**config.mk**
```make
export PLATFORM = sky130hd
export DESIGN_NAME = burst_seq_gen
export DESIGN_NICKNAME = d
export VERILOG_FILES = /design/src/rtl/burst_seq_pkg.sv /design/src/rtl/burst_start_reg.sv /design/src/rtl/burst_beat_ctr.sv /design/src/rtl/burst_order_map.sv /design/src/rtl/burst_seq_gen.sv
export SDC_FILE = /design/constraint.sdc
export NUM_CORES = 1
export LEC_CHECK = 0
export ABC_AREA = 1
export CELL_PAD_IN_SITES_DETAIL_PLACEMENT = 1
export CELL_PAD_IN_SITES_GLOBAL_PLACEMENT = 1
export CORE_AREA = 2 2 39 41
export DETAILED_ROUTE_END_ITERATION = 12
export DIE_AREA = 0 0 41 43
export PLACE_DENSITY = 0.6
export SLEW_MARGIN = 10
export SYNTH_ARGS = -nofsm -noshare
export SYNTH_HDL_FRONTEND = slang
export SYNTH_SLANG_ARGS = --single-unit
```
**constraint.sdc**
```tcl
create_clock -name clk -period 0.8 [get_ports clk]
set_input_delay 0.08 -clock clk [delete_from_list [all_inputs] [get_ports clk]]
set_output_delay 0.08 -clock clk [all_outputs]
set_load 0.05 [all_outputs]
```
**src/rtl/burst_seq_pkg.sv**
```systemverilog
package burst_seq_pkg;
   typedef enum logic {
      ORD_LINEAR     = 1'b0,
      ORD_INTERLEAVE = 1'b1
   } burst_order_e;

   localparam int MAX_AW = 8;
endpackage

```
**src/rtl/burst_start_reg.sv**
```systemverilog
module burst_start_reg #(
   parameter int AW = 2
) (
   input  logic          clk,
   input  logic          rst_n,
   input  logic          load,
   input  logic [AW-1:0] ext_addr,
   output logic [AW-1:0] start_q
);
   always_ff @(posedge clk) begin
      if (!rst_n)
         start_q <= '0;
      else if (load)
         start_q <= ext_addr;
   end
endmodule

```
**src/rtl/burst_beat_ctr.sv**
```systemverilog
module burst_beat_ctr #(
   parameter int AW = 2
) (
   input  logic          clk,
   input  logic          rst_n,
   input  logic          load,
   input  logic          adv_n,
   output logic [AW-1:0] beat_q
);
   localparam logic [AW-1:0] ONE = AW'(1);

   always_ff @(posedge clk) begin
      if (!rst_n)
         beat_q <= '0;
      else if (load)
         beat_q <= '0;
      else if (!adv_n)
         beat_q <= beat_q + ONE;
   end
endmodule

```
**src/rtl/burst_order_map.sv**
```systemverilog
module burst_order_map
   import burst_seq_pkg::*;
#(
   parameter int AW = 2
) (
   input  logic [AW-1:0] start_q,
   input  logic [AW-1:0] beat_q,
   input  burst_order_e  order,
   output logic [AW-1:0] addr
);
   logic [AW-1:0] il_addr;
   logic [AW-1:0] lin_addr;

   for (genvar b = 0; b < AW; b++) begin : g_il_bit
      assign il_addr[b] = start_q[b] ^ beat_q[b];
   end

   assign lin_addr = start_q + beat_q;

   always_comb begin
      if (order == ORD_INTERLEAVE)
         addr = il_addr;
      else
         addr = lin_addr;
   end
endmodule

```
**src/rtl/burst_seq_gen.sv**
```systemverilog
module burst_seq_gen
   import burst_seq_pkg::*;
#(
   parameter int AW = 2
) (
   input  logic          clk,
   input  logic          rst_n,
   input  logic [AW-1:0] ext_addr,
   input  logic          load,
   input  logic          adv_n,
   input  logic          mode_il,
   output logic [AW-1:0] burst_addr
);
   if (AW < 1 || AW > MAX_AW) begin : g_bad_aw
      $error("burst_seq_gen: AW out of range");
   end

   logic [AW-1:0] start_q;
   logic [AW-1:0] beat_q;
   burst_order_e  order;

   assign order = mode_il ? ORD_INTERLEAVE : ORD_LINEAR;

   burst_start_reg #(.AW(AW)) u_start (
      .clk      (clk),
      .rst_n    (rst_n),
      .load     (load),
      .ext_addr (ext_addr),
      .start_q  (start_q)
   );

   burst_beat_ctr #(.AW(AW)) u_beat (
      .clk    (clk),
      .rst_n  (rst_n),
      .load   (load),
      .adv_n  (adv_n),
      .beat_q (beat_q)
   );

   burst_order_map #(.AW(AW)) u_map (
      .start_q (start_q),
      .beat_q  (beat_q),
      .order   (order),
      .addr    (burst_addr)
   );
endmodule

```
# Word level (Yosys, flattened, before mapping)
# Index checks and enable logic that the tools add are counted.
dict set report word_totals {
  reg_bits 4
  inputBits 7
  out_inout_bits 2
  elab_cells 10
}
dict set report op_classes {
  addsub 2
  n_mux 2
  bitwise 3
  n_reduce_logical 1
}
# cell n
set ops {}
lappend ops {{$add A2 B1 Y2 const B} 1}
lappend ops {{$add A2 B2 Y2} 1}
lappend ops {{$mux W2} 1}
lappend ops {{$reduce_or A2 Y1} 1}
lappend ops {{$xor A1 B1 Y1} 2}
lappend ops {{$mux W1} 1}
lappend ops {{$not A1 Y1} 1}

# Longest topological paths before layout
dict set report depth {
  depth_word 2
  depth_mapped 6
  mapped_depth_nobuf 6
}

# Cells and area by module
# From an unflattened synthesis, not the netlist that was laid out.
dict set report hier_totals {
  hier_cells 41
  hier_area_um2 232.7
}
# module n_inst cells_per_inst area_per_inst_um2 seq_area_each_um2
set modules_own_cells {}
lappend modules_own_cells {burst_beat_ctr 1 14 87.6 40.0}
lappend modules_own_cells {burst_start_reg 1 12 77.6 40.0}
lappend modules_own_cells {burst_order_map 1 15 67.6 0.0}

# Least setup slack after synthesis
# Ideal clock, no wire load.
dict set report synth_path {
  path_kind {reg2out}
  startpoint {register u_start.start_q[0]}
  endpoint {output burst_addr[0]}
  arrival_time_ns 0.995
  t_required_ns 0.720
  setup_slack_ns -0.275
  stages_incl_launch_ff 3
  n_path_buf 1
  cell_sequence {dfxtp_1 -> ha_1 -> clkbuf_1}
}
dict set report synth_between {
  elab_chain_cells 2
  elab_cells_between_ends 3
  classes_between {add/sub: 1; mux: 1; bitwise: 1}
}
# item line
set synth_rtl {}
lappend synth_rtl {{from (decl)} burst_start_reg.sv:8} ;# output logic [AW-1:0] start_q
lappend synth_rtl {{from (signal assigned)} burst_start_reg.sv:14} ;# start_q <= ext_addr;
lappend synth_rtl {{$add A2 B2 Y2 / $xor A1 B1 Y1 (equally long branches)} {burst_order_map.sv:18, burst_order_map.sv:15}}
lappend synth_rtl {{$mux W2 *} burst_order_map.sv:21} ;# if (order == ORD_INTERLEAVE)
lappend synth_rtl {{to (decl)} burst_seq_gen.sv:12} ;# output logic [AW-1:0] burst_addr
# Mark *: on every way between the ends. The rest lies on a longest branch, timed or not.

# Worst setup path in the final report
dict set report layout_path {
  startpoint {register u_start.start_q[0]}
  endpoint {output burst_addr[1]}
}
dict set report layout_between {
  elab_chain_cells 2
}
# item line
set layout_rtl {}
lappend layout_rtl {{$add A2 B2 Y2} burst_order_map.sv:18} ;# assign lin_addr = start_q + beat_q;
lappend layout_rtl {{$mux W2} burst_order_map.sv:21}
# Every way passes these cells.

==> run summary <==
Clock Sinks: 4
hold path cells: 3
R2R cell count: 5
via count: 253
CTS Root Cell: clkbuf_4
HP Start: ext_addr[0]
share of cells above drive strength 1: 43.1%
hold crit path type: in2reg
WL per Instance: 7.22 um
outcome: finished, violations left
first-pass GRT wire length: 765 um
reg-to-reg critical path endpoint: u_beat.beat_q[1]$_SDFFE_PP0N_
FILL cells: 175
crit-path cells: ha_4 > inv_2 > nor2_2 > nand3_1 > nand2_1 > inv_2 > buf_12
slowest stage cell, crit path: dfxtp_2
Min Clock Period, post-route: 1.21 ns
Port Buffers: 8
GPL Wtd Cong: 0.660
failing checks: setup timing
CP max FO: 2
Core Region: 1380 um2
PwrDens: 1540 nW/um2
CTS tree: yes
DR DRC count: 0
1st-pass router iterations: 1
Initial Utilization: 16.0%
reg2reg setup slack: 0.01 ns
syn avg cell area: 6.15 um2
synthesized flop and latch total: 4
final setup margin: -0.409 ns
final hold violation count: 0
layout net count: 61
CP dominant cell by count: inv_2
Layout Skew: 0.0000644 ns
crit start category: flip-flop
GR Util All Layers: 7.31%
Rel. slew slack: 89.7%
worst-margin pin slew: 0.154 ns
Iteration-0 DRC Markers: 0
synth unique cells: 11
Die X: 41 um
Die ar.: 1760 um2
DP HPWL: 406 um
Antenna diodes: 0
Peak Freq: 827 MHz
DIE HEIGHT: 43 um
Crit. End Element: output pin
Synth Instances: 36
RSZ-0062 raised after global routing: yes
Seq/Total Area, Yosys: 36.2%
Site Rows: 14
Setup-failing EPs final: 2
Vias/cell: 3.78
Mapped Nets: 44
synthesized area: 221 um2
P_leak: 0.190 nW
Worst Path Arrival: 1.13 ns
Clock transition at path regs: 0.04 ns
worst path required time: 0.72 ns
clock buffer depth: 2
H-tree depth: 1
Antenna Violating Nets Remaining: 0
largest net degree at the start of global routing: 6
critical setup path kind: reg2out
Worst VDD drop: 0.412 mV
max_cap viols: 0
worst r2r src: u_beat.beat_q[0]$_SDFFE_PP0N_
period utilization: 151%
fin. max-slew vios: 0
initial antenna violation count: 0
CP peak stage delay: 0.34 ns
commonest non-fill, non-tap cells in the layout: 10 x nand2_1, 6 x clkdlybuf4s50_1
synth-to-layout area growth: 91.5%
Yosys Warn Count: 0
io pins: 9
most common cell after layout, fill and taps aside: nand2_1
grt total ovfl: 0
Util after Layout: 30.7%
total wire length: 484 um
vias in the first global route: 214
CTS Buf Count: 3
Hold Path Sink: u_start.start_q[0]$_SDFFE_PN0P_
Pwr Total: 0.654 mW
worst skew pair latency: 0.23 ns
## cell usage after synthesis, drive strengths merged
library cell	n	area, um2
nand2	10	37.5
o21ai	3	18.8
clkbuf	1	3.75
nand3	3	15.0
a21oi	1	5.00
nor2	6	22.5
dfxtp	4	80.1
inv	7	26.3
ha	1	12.5
## sequential cells by signal, summed over array words and instances, names as in the netlist
name,count
u_start.start_q,2
u_beat.beat_q,2
## worst max-delay path by stage
stage | start | endpoint | slack (ns) | cells past startpoint
after global routing | u_start.start_q[0]$_SDFFE_PN0P_ | burst_addr[1] | -0.47 | 7
after detailed placement | mode_il | burst_addr[1] | -0.27 | 7
after global placement | mode_il | burst_addr[1] | -0.26 | 7
after floorplan | u_start.start_q[0]$_SDFFE_PN0P_ | burst_addr[1] | -0.24 | 6
after CTS | u_beat.beat_q[0]$_SDFFE_PP0N_ | burst_addr[1] | -0.44 | 7
final | u_start.start_q[0]$_SDFFE_PN0P_ | burst_addr[1] | -0.41 | 7
## final cells by class
cell class              count  area, um2  share of cell area (%)
repair buffers             13        141                    33.3
flip-flops and latches      4       85.1                    20.1
clock buffers               3       22.5                    5.31
multi-input cells          24        129                    30.4
inverters                   7       26.3                    6.19
well taps                  16       20.0                    4.72
## report_power, final
group	internal (mW)	switching (mW)	leakage, nW
Clock	0.168	0.0785	0.0138
Combinational	0.101	0.0840	0.141
Sequential	0.213	0.00938	0.0344
Total	0.482	0.172	0.190
## stage by stage
stage / cell area, um2 / TNS, ns / setup WS [ns] / hold slack [ns] / cells
3_3_place_gp: 368 / -0.844 / -0.257 / 0.545 / 63
5_1_grt: 424 / -0.789 / -0.468 / 0.479 / 67
2_1_floorplan: 223 / -0.326 / -0.240 / 0.205 / 36
4_1_cts: 408 / -0.717 / -0.444 / 0.426 / 66
6_report: 424 / -0.642 / -0.409 / 0.430 / 67
3_5_place_dp: 368 / -0.870 / -0.267 / 0.561 / 63
## routing by layer
| metal | vias to the layer above | GRT usage [%] | part of all wire, % |
|---|---|---|---|
| li1 | 141 | - | - |
| met1 | 107 | 7.67 | 43 |
| met2 | 5 | 8.75 | 54 |
| met3 | 0 | 1.57 | 3.7 |
| met4 | 0 | 12.0 | 0 |
| met5 | - | 0 | 0 |
## worst max-delay path, delay by kind of cell, from the launching register on
kind	cells	cell delay, ns
buffers and inverters	3	0.21
adder cells (fa/ha/maj)	1	0.14
AND/OR/NAND/NOR	3	0.22
flip-flops	1	0.34
## what timing repair did
action,in CTS,in global routing
setup buffers,0,1
hold buffers,0,0
pin swaps,1,2
endpoints found under the setup margin,3,5
gates resized for setup,7,6
## kinds of logic after synthesis
family | share of synthesized area [%]
and+or+nand+nor | 33.9
DFF | 36.2
AOI/OAI and AO/OA | 10.7
adders and majority gates | 5.65
buffers and inverters | 13.6
Note: power is estimated with default switching activity, not from simulation.
